==> config.mk <==
export PLATFORM = sky130hd
export DESIGN_NAME = pm_seq
export DESIGN_NICKNAME = d
export VERILOG_FILES = /design/src/rtl/pm_pkg.sv /design/src/rtl/pm_req_check.sv /design/src/rtl/pm_warmup.sv /design/src/rtl/pm_gate_dec.sv /design/src/rtl/pm_seq.sv
export SDC_FILE = /design/constraint.sdc
export NUM_CORES = 1
export LEC_CHECK = 0
export ABC_AREA = 0
export BUFFER_PORTS_ARGS = -buffer_cell sky130_fd_sc_hd__buf_2
export CORE_AREA = 2 2 107 57
export CTS_CLUSTER_DIAMETER = 200
export CTS_CLUSTER_SIZE = 25
export DETAILED_ROUTE_END_ITERATION = 12
export DIE_AREA = 0 0 109 59
export GPL_ROUTABILITY_DRIVEN = 0
export PLACE_DENSITY = 0.59
export RECOVER_POWER = 25
export SYNTH_ARGS = -nofsm -noshare
export SYNTH_HDL_FRONTEND = slang
export SYNTH_SLANG_ARGS = --single-unit
==> constraint.sdc <==
create_clock -name clk -period 3.4 [get_ports clk]
set_input_delay 0.17 -clock clk [delete_from_list [all_inputs] [get_ports clk]]
set_output_delay 0.17 -clock clk [all_outputs]
set_load 0.01 [all_outputs]
==> src/rtl/pm_pkg.sv <==
package pm_pkg;

  typedef enum logic [3:0] {
    PM_NORMAL = 4'd0,
    PM_SLOW1  = 4'd1,
    PM_SLOW2  = 4'd2,
    PM_STOP   = 4'd3,
    PM_IDLE0  = 4'd4,
    PM_IDLE1  = 4'd5,
    PM_IDLE2  = 4'd6,
    PM_SLEEP0 = 4'd8,
    PM_SLEEP1 = 4'd9,
    PM_SLEEP2 = 4'd10,
    PM_WARM   = 4'd15
  } pm_mode_e;

  typedef struct packed {
    logic cpu;
    logic per_hf;
    logic per_lf;
    logic hf_osc;
    logic lf_osc;
    logic tbt;
    logic lf_sel;
  } pm_gate_t;

  // CPU is clocked in these modes
  function automatic logic pm_is_run(pm_mode_e m);
    return (m == PM_NORMAL) || (m == PM_SLOW1) || (m == PM_SLOW2);
  endfunction

  function automatic logic pm_is_slow(pm_mode_e m);
    return (m == PM_SLOW1) || (m == PM_SLOW2);
  endfunction

  // Standby modes woken by a time-base falling edge
  function automatic logic pm_tick_wake(pm_mode_e m);
    return (m == PM_IDLE0) || (m == PM_SLEEP0);
  endfunction

  // Standby modes woken by an interrupt
  function automatic logic pm_irq_wake(pm_mode_e m);
    return (m == PM_IDLE1) || (m == PM_IDLE2) ||
           (m == PM_SLEEP1) || (m == PM_SLEEP2);
  endfunction

  // Legality of a requested code from the current mode
  function automatic logic pm_req_legal(pm_mode_e cur, logic [3:0] code, logic dual);
    logic ok;
    ok = 1'b0;
    if (pm_is_run(cur)) begin
      case (code)
        4'd0:           ok = (cur != PM_SLOW1);
        4'd1:           ok = dual && pm_is_slow(cur);
        4'd2:           ok = dual;
        4'd3:           ok = 1'b1;
        4'd4, 4'd5, 4'd6: ok = (cur == PM_NORMAL);
        4'd8, 4'd9:     ok = dual && pm_is_slow(cur);
        4'd10:          ok = dual && (cur == PM_SLOW2);
        default:        ok = 1'b0;
      endcase
    end
    return ok;
  endfunction

endpackage

==> src/rtl/pm_req_check.sv <==
module pm_req_check
  import pm_pkg::*;
(
  input  logic       clk,
  input  logic       rst_n,
  input  pm_mode_e   cur,
  input  logic       dual,
  input  logic       valid,
  input  logic [3:0] code,
  output logic       accept,
  output logic       reject
);

  logic legal;

  always_comb begin
    legal  = pm_req_legal(cur, code, dual);
    accept = valid && legal;
    reject = valid && !legal;
  end

  // Requests while the CPU is halted are always refused
  assert_halted_refuse_R10: assert property (@(posedge clk) disable iff (!rst_n)
    (valid && !pm_is_run(cur)) |-> (reject && !accept));

  // Unassigned codes never get through
  assert_bad_code_R3: assert property (@(posedge clk) disable iff (!rst_n)
    (valid && (code == 4'd7 || code >= 4'd11)) |-> !accept);

endmodule

==> src/rtl/pm_warmup.sv <==
module pm_warmup #(
  parameter int W = 16
) (
  input  logic         clk,
  input  logic         rst_n,
  input  logic         load,
  input  logic [W-1:0] load_val,
  input  logic         active,
  output logic         done
);

  localparam logic [W-1:0] ZERO = '0;

  logic [W-1:0] cnt_q;

  always_ff @(posedge clk or negedge rst_n) begin
    if (!rst_n)                         cnt_q <= ZERO;
    else if (load)                      cnt_q <= load_val;
    else if (active && cnt_q != ZERO)   cnt_q <= cnt_q - 1'b1;
  end

  assign done = active && (cnt_q == ZERO);

  // A nonzero load must not finish on the next cycle
  assert_warm_nonzero_R6: assert property (@(posedge clk) disable iff (!rst_n)
    (load && load_val != ZERO) |=> !done);

  // Warm-up is left only through done
  assert_warm_hold_R6: assert property (@(posedge clk) disable iff (!rst_n)
    (active && !done) |=> active);

endmodule

==> src/rtl/pm_gate_dec.sv <==
module pm_gate_dec
  import pm_pkg::*;
(
  input  pm_mode_e st,
  input  pm_mode_e ret,
  output pm_gate_t gate
);

  logic hf_for_sleep;
  logic hf_for_warm;

  always_comb begin
    hf_for_sleep = (ret == PM_SLOW2);
    hf_for_warm  = (ret != PM_SLOW1);
    gate         = '0;
    gate.lf_sel  = pm_is_slow(ret);
    case (st)
      PM_NORMAL, PM_SLOW2: begin
        gate.cpu = 1'b1; gate.per_hf = 1'b1; gate.per_lf = 1'b1;
        gate.hf_osc = 1'b1; gate.lf_osc = 1'b1; gate.tbt = 1'b1;
      end
      PM_SLOW1: begin
        gate.cpu = 1'b1; gate.per_lf = 1'b1; gate.lf_osc = 1'b1; gate.tbt = 1'b1;
      end
      PM_WARM: begin
        gate.hf_osc = hf_for_warm; gate.lf_osc = 1'b1;
      end
      PM_IDLE0: begin
        gate.hf_osc = 1'b1; gate.lf_osc = 1'b1; gate.tbt = 1'b1;
      end
      PM_IDLE1: begin
        gate.per_hf = 1'b1; gate.hf_osc = 1'b1; gate.lf_osc = 1'b1; gate.tbt = 1'b1;
      end
      PM_IDLE2, PM_SLEEP2: begin
        gate.per_hf = 1'b1; gate.per_lf = 1'b1; gate.hf_osc = 1'b1;
        gate.lf_osc = 1'b1; gate.tbt = 1'b1;
      end
      PM_SLEEP0: begin
        gate.hf_osc = hf_for_sleep; gate.lf_osc = 1'b1; gate.tbt = 1'b1;
      end
      PM_SLEEP1: begin
        gate.per_lf = 1'b1; gate.hf_osc = hf_for_sleep; gate.lf_osc = 1'b1; gate.tbt = 1'b1;
      end
      default: gate.lf_sel = pm_is_slow(ret);
    endcase
  end

endmodule

==> src/rtl/pm_seq.sv <==
module pm_seq
  import pm_pkg::*;
#(
  parameter int WARM_W = 16
) (
  input  logic              clk,
  input  logic              rst_n,
  input  logic              dual_clk_en,
  input  logic              req_valid,
  input  logic [3:0]        req_code,
  input  logic              stop_release,
  input  logic              irq_pending,
  input  logic              tbt_src,
  input  logic [WARM_W-1:0] warmup_cycles,
  output logic [3:0]        mode_o,
  output logic              cpu_clk_en,
  output logic              per_hf_clk_en,
  output logic              per_lf_clk_en,
  output logic              hf_osc_en,
  output logic              lf_osc_en,
  output logic              tbt_en,
  output logic              cpu_lf_sel,
  output logic              req_err
);

  pm_mode_e st_q, st_d;
  pm_mode_e ret_q, ret_d;
  logic     tbt_q;
  logic     tbt_fall;
  logic     req_ok, req_bad;
  logic     warm_load, warm_active, warm_done;
  logic     err_q;
  pm_gate_t gate;

  // Named internal events
  assign tbt_fall    = tbt_q && !tbt_src;
  assign warm_active = (st_q == PM_WARM);
  assign warm_load   = (st_q == PM_STOP) && stop_release;

  pm_req_check u_chk (
    .clk    (clk),
    .rst_n  (rst_n),
    .cur    (st_q),
    .dual   (dual_clk_en),
    .valid  (req_valid),
    .code   (req_code),
    .accept (req_ok),
    .reject (req_bad)
  );

  pm_warmup #(.W(WARM_W)) u_warm (
    .clk      (clk),
    .rst_n    (rst_n),
    .load     (warm_load),
    .load_val (warmup_cycles),
    .active   (warm_active),
    .done     (warm_done)
  );

  pm_gate_dec u_gate (
    .st   (st_q),
    .ret  (ret_q),
    .gate (gate)
  );

  always_comb begin
    st_d  = st_q;
    ret_d = ret_q;
    if (req_ok) begin
      st_d = pm_mode_e'(req_code);
      if (pm_is_run(st_d)) ret_d = st_d;
    end else begin
      case (st_q)
        PM_STOP:  if (stop_release) st_d = PM_WARM;
        PM_WARM:  if (warm_done)    st_d = ret_q;
        default: begin
          if (pm_tick_wake(st_q) && tbt_fall)   st_d = ret_q;
          if (pm_irq_wake(st_q) && irq_pending) st_d = ret_q;
        end
      endcase
    end
  end

  always_ff @(posedge clk or negedge rst_n) begin
    if (!rst_n) begin
      st_q  <= PM_NORMAL;
      ret_q <= PM_NORMAL;
      tbt_q <= 1'b0;
      err_q <= 1'b0;
    end else begin
      st_q  <= st_d;
      ret_q <= ret_d;
      tbt_q <= tbt_src;
      err_q <= req_bad;
    end
  end

  assign mode_o        = st_q;
  assign cpu_clk_en    = gate.cpu;
  assign per_hf_clk_en = gate.per_hf;
  assign per_lf_clk_en = gate.per_lf;
  assign hf_osc_en     = gate.hf_osc;
  assign lf_osc_en     = gate.lf_osc;
  assign tbt_en        = gate.tbt;
  assign cpu_lf_sel    = gate.lf_sel;
  assign req_err       = err_q;

  assert_cpu_source_R9: assert property (@(posedge clk) disable iff (!rst_n)
    cpu_clk_en |-> (hf_osc_en || lf_osc_en));

  assert_hf_periph_osc_R9: assert property (@(posedge clk) disable iff (!rst_n)
    per_hf_clk_en |-> hf_osc_en);

  assert_err_pulse_R3: assert property (@(posedge clk) disable iff (!rst_n)
    req_err |-> $past(req_valid));

  assert_single_clock_R4: assert property (@(posedge clk) disable iff (!rst_n)
    (req_valid && !dual_clk_en && (req_code == 4'd1 || req_code == 4'd2 ||
     req_code == 4'd8 || req_code == 4'd9 || req_code == 4'd10)) |=> req_err);

  assert_stop_hold_R5: assert property (@(posedge clk) disable iff (!rst_n)
    (mode_o == PM_STOP && !stop_release) |=> (mode_o == PM_STOP && !hf_osc_en && !lf_osc_en));

  assert_stop_exit_R6: assert property (@(posedge clk) disable iff (!rst_n)
    (mode_o == PM_STOP && stop_release) |=> (mode_o == PM_WARM && !cpu_clk_en));

  assert_tick_only_R7: assert property (@(posedge clk) disable iff (!rst_n)
    (mode_o == PM_IDLE0 && !tbt_fall) |=> (mode_o == PM_IDLE0));

  assert_irq_wait_R8: assert property (@(posedge clk) disable iff (!rst_n)
    (mode_o == PM_IDLE1 && !irq_pending) |=> (mode_o == PM_IDLE1));

endmodule

# After elaboration in Yosys (flattened, before gate mapping)
# Cells that the tools add are included.
# Widths: inputs -> output; s select.
[word_totals] reg_bits=26 latchBits=0 ramBits=0 mem_bits_ro=0 input_bits=27 output_inout_bits=12 wordCells=86 n_memories=0
[op_classes] addsub=1 multipliers=0 div=0 n_lt_le_gt_ge=0 eq_ne=25 n_shift=0 muxes=16 bitwise_logic=0 reduce_logical=39
[op_table] op="$mux 16" n=2
[op_table] op="$eq 4x4->1 const B" n=7
[op_table] op="$eq 4x3->1 const B" n=6
[op_table] op="$eq 4x2->1 const B" n=5
[op_table] op="$mux 4" n=5
[op_table] op="$logic_not 16->1" n=1
[op_table] op="$reduce_bool 16->1" n=1
[op_table] op="$sub 16x1->16 const B" n=1
[op_table] op="$eq 4x1->1 const B" n=3
[op_table] op="$reduce_or 6->1" n=2
[op_table] op="$logic_and 1x1->1" n=10
[op_table] op="$logic_or 1x1->1" n=10
[op_table] op="$reduce_or 10->1" n=1
[op_table] op="$reduce_or 3->1" n=3
[op_table] op="$reduce_or 9->1" n=1
[op_table] op="$logic_not 4->1" n=2
[op_table] op="$ne 4x1->1 const B" n=2
[op_table] op="$pmux 4 s2" n=1
[op_table] op="$mux 1" n=6
[op_table] op="$ne 3x3->1 const B" n=2
[op_table] op="$pmux 1 s6" n=1
[op_table] op="$reduce_bool 5->1" n=1
[op_table] op="$reduce_or 5->1" n=1
[op_table] op="$pmux 1 s3" n=1
[op_table] op="5 further kinds" n=6

# Logic depth before layout (Yosys ltp)
[depth] word_depth=8 depth_mapped=8 mapped_depth_nobuf=7

# Modules after synthesis
# A second synthesis with hierarchy kept.
[unflattened] hier_cells=208 hier_area_um2=1789.2
[by_module_without_submodules] module="pm_warmup" n_inst=1 cells_each=128 area_each_um2=1071.0 seq_area_each_um2=400.4
[by_module_without_submodules] module="pm_seq" n_inst=1 cells_each=43 area_each_um2=486.7 seq_area_each_um2=250.2
[by_module_without_submodules] module="pm_gate_dec" n_inst=1 cells_each=22 area_each_um2=135.1 seq_area_each_um2=0.0
[by_module_without_submodules] module="pm_req_check" n_inst=1 cells_each=15 area_each_um2=96.3 seq_area_each_um2=0.0

# Worst setup path before layout
# No wires, ideal clock.
[synth_timing] kind="reg-to-reg" startpoint="register u_warm.cnt_q[0]" endpoint="register u_warm.cnt_q[1]" setup_ns=0.083 t_arrival_ns=2.240 required_ns=3.317 slack_ns=1.077 stages_incl_launch_ff=9 n_path_buf=1 period_less_slack_ns=2.323 path_cell_list="dfrtp_1 -> inv_1 -> ha_1 -> or4b_1 -> or4_4 -> buf_6 -> nand2_1 -> mux2_2 -> o21ai_0"
[synth_via] elab_chain_cells=3 elab_cells_between_ends=6 cone_classes="1 x add/sub; 2 x mux; 3 x reduce/logical"
[synth_rtl] element="start: declaration" line="pm_warmup.sv:14" rtl="logic [W-1:0] cnt_q;"
[synth_rtl] element="start signal: assignment" line="pm_warmup.sv:18" rtl="else if (load) cnt_q <= load_val;"
[synth_rtl] element="start signal: assignment" line="pm_warmup.sv:19" rtl="else if (active && cnt_q != ZERO) cnt_q <= cnt_q - 1'b1;"
[synth_rtl] element="$sub 16x1->16 / $reduce_bool 16->1 (equally long branches)" line="pm_warmup.sv:19"
[synth_rtl] element="$mux 16 / $logic_and 1x1->1 (equally long branches)" line="pm_warmup.sv:19"
[synth_rtl] element="$mux 16 / $reduce_bool 2->1 (equally long branches)"
# Parallel ways exist; a longest one is shown, timed or not. The select of a mux whose other input is x is not followed.
# A chain may end at the register's enable or synchronous reset.

# Worst setup path after layout
# Same ends and word-level chain as after synthesis.

==> impl_metrics.csv <==
group,metric,value,unit
status,status,"completed",
sta,finalCritPeriodShare,73.0,%
global_routing,grt.overflow.total,0,
critical_path,path_max_fanout,9,
logic_synthesis,async_flop_share,100,%
global_routing,grt_max_degree,33,
critical_path,worstSetupPathType,"reg -> reg",
global_routing,grt_usage,14.1,%
clocking,numCtsBuffers,3,
sta,fmax,0.403,GHz
critical_path,cp_top_family,"simple AND/OR/NAND/NOR gates",
route,viasPerCell,5.12,
critical_path,critPathArrivalTime,2.68,ns
power_and_ir_drop,static-leakage-power,0.850,nW
clocking,cts_root_buffer,"clkbuf_8",
final_layout,drive_above_1_share,19.5,%
clocking,clk_pin_slew,0.09,ns
power_and_ir_drop,power.density,793,nW/um2
floorplanning,dieArea,6430,um2
power_and_ir_drop,total_power,1.63,mW
final_layout,n_fill_cell,555,
place,placement.io_buffers,38,
critical_path,max_stage_delay,0.57,ns
clocking,cts_sinks,26,
hold_path,worstHoldPathType,"in -> reg",
floorplanning,ios,39,
final_layout,finalNetCount,275,
logic_synthesis,seq_area_frac_synth,36.9,%
critical_path,slowest_stage,"or4_4",
power_and_ir_drop,ir_drop,0.251,mV
clocking,htreeDepth,1,
route,drt_iter0_drc,52,
global_routing,grt_pass1_wl,7180,um
clocking,post_cts_resized,0,
critical_path,path_cells,"inv_1, ha_1, or4b_1, or4_4, nand2_1, mux2_2, o21ai_0",
sta,relSlewSlack,3.90,%
logic_synthesis,syn-num-nets,243,
logic_synthesis,ys_types,52,
sta,min_period,2.48,ns
clocking,cts_tree,"built",
route,first_pass_iters,4,
critical_path,cp-start-kind,"flip-flop",
logic_synthesis,yosys_warnings,0,
route,num_vias,1632,
sta,drv_slew,0,
sta,fin_tns_setup,0,ns
sta,tightest_slew,1.44,ns
final_layout,layout_commonest_cell,"buf_2",
sta,hold_viol,0,
floorplanning,num_rows,19,
floorplanning,die_y,59,um
floorplanning,die_w,109,um
logic_synthesis,syn_inst,215,
logic_synthesis,ys.flop_type,"dfrtp_1",
global_routing,antenna_found_initial,0,
route,postRouteAntennaNets,0,
clocking,clk_path_buf_depth,2,
logic_synthesis,ys_ff_latch,26,
route,routed_wl,4220,um
critical_path,cp-end-kind,"flip-flop",
sta,setup_violations,0,
final_layout,syn2layout_area_growth,16.6,%
floorplanning,start_util,32.7,%
critical_path,path_buf_inv,1,
logic_synthesis,synth_edf_count,0,
floorplanning,core,5400,um2
sta,rsz0062_at_grt,"no",
flow_run,maxCapViolations,0,
logic_synthesis,avgSynthCellArea,8.21,um2
sta,finClkSkew,0.00433,ns
place,hpwl,3180,um
final_layout,mostFrequentLayoutCells,"35 x buf_2, 26 x dfrtp_1, 25 x nand2_1",
logic_synthesis,netlist_area,1760,um2
route,route.detailed.drc,0,
global_routing,grt_pass1_vias,1580,
critical_path,cp.required,3.60,ns
clocking,clk_latency,0.28,ns
route,wl_per_cell,13.2,um
final_layout,n_antenna_cell,0,
==> final timing paths <==
check                                                 start                     endpoint  slack (ns)  cells after the start
worst max register to register  u_warm.cnt_q[0]$_DFFE_PN0P_  u_warm.cnt_q[1]$_DFFE_PN0P_        0.92                      7
max in group asynchronous                             rst_n  u_warm.cnt_q[3]$_DFFE_PN0P_        1.80                      2
worst max-delay path            u_warm.cnt_q[0]$_DFFE_PN0P_  u_warm.cnt_q[1]$_DFFE_PN0P_        0.92                      7
min in group asynchronous                             rst_n  u_warm.cnt_q[5]$_DFFE_PN0P_        0.76                      2
worst min-delay path                                tbt_src              tbt_q$_DFF_PN0_        0.02                      1
worst min register to register         ret_q[3]$_DFFE_PN0P_         ret_q[3]$_DFFE_PN0P_        0.56                      1
==> through the flow <==
step                instance area, um2  hold slack (ns)  std cells  util [%]  setup WS [ns]
floorplan                         1760           -0.126        215         -           1.08
global placement                  2000            0.201        314      37.0           1.05
detailed placement                2000            0.222        314      37.0          0.939
CTS                               2060           0.0155        319      38.2          0.906
global route                      2060           0.0382        319      38.1          0.751
finish                            2060           0.0238        319      38.1          0.919
==> worst register-to-register path, stage by stage (launching register included) <==
cell and delay [ns]:
dfrtp_1 0.39, inv_1 0.09, ha_1 0.25, or4b_1 0.49, or4_4 0.57, nand2_1 0.14
mux2_2 0.33, o21ai_0 0.15
==> sequential cells by signal, indices dropped and copies added (netlist names) <==
name and flops:
tbt_q 1, mode_o 4, u_warm.cnt_q 16, req_err 1, ret_q 4
==> synth_stat cells, types with 2 or more instances <==
cell type  number  share of area [%]
dfrtp_1        26                 37
nand2_1        25                5.3
o21ai_0        21                6.0
nor2_1         15                3.2
inv_1          12                2.6
nor3_1         12                3.4
clkbuf_1       11                2.3
a21oi_1         9                2.6
xnor2_1         8                4.0
xor2_1          8                4.0
nand3_1         6                1.7
nand4_1         5                1.8
mux2_2          3                1.9
nor4_1          3                1.1
o21a_1          3                1.3
a21o_1          2               0.85
and3_1          2               0.71
and3b_1         2               0.99
and4_1          2               0.99
nand3b_1        2               0.85
nor4b_1         2               0.99
o22a_1          2               0.99
o31ai_1         2               0.85
or3_1           2               0.71
or4_1           2               0.85
or4_4           2                1.3
==> timing repair <==
item / 4_1_cts / 5_1_grt
setup buffers: 0 / 0
hold buffers: 1 / 0
setup endpoints to repair: 0 / 0
endpoints found under the hold margin: 26 / 0
==> cell families (layout without fill, tap and decap cells) <==
kind of cell	Yosys count	after routing	share of synthesized area (%)
XOR/XNOR	16	16	7.94
buffers and inverters	25	56	5.82
AND/OR/NAND/NOR	90	90	27.2
multiplexers	3	3	1.91
flip-flops	26	26	36.9
AO/OA/AOI/OAI	54	54	19.5
adder cells (fa/ha/maj)	1	1	0.709
==> routing by layer <==
layer | global-route usage [%] | part of all wire, % | vias to the layer above
li1 | - | - | 839
met4 | 3.30 | 0.73 | 0
met5 | 0 | 0 | -
met1 | 18.6 | 47 | 760
met2 | 24.3 | 48 | 29
met3 | 2.75 | 4.3 | 4
==> report_power, final <==
group	switching (mW)	internal [mW]
Combinational	0.418	0.362
Sequential	0.205	0.440
Clock	0.103	0.104
Total	0.726	0.906
==> area by class of cell <==
class | count | area (um2) | share of cell area [%]
Sequential cell | 26 | 651 | 31.6
Multi-Input combinational cell | 164 | 1010 | 49.1
Timing Repair Buffer | 40 | 204 | 9.91
Tap cell | 73 | 91.3 | 4.44
Inverter | 12 | 45.0 | 2.19
Clock buffer | 4 | 55.1 | 2.68
(Power assumes the default switching activity.)
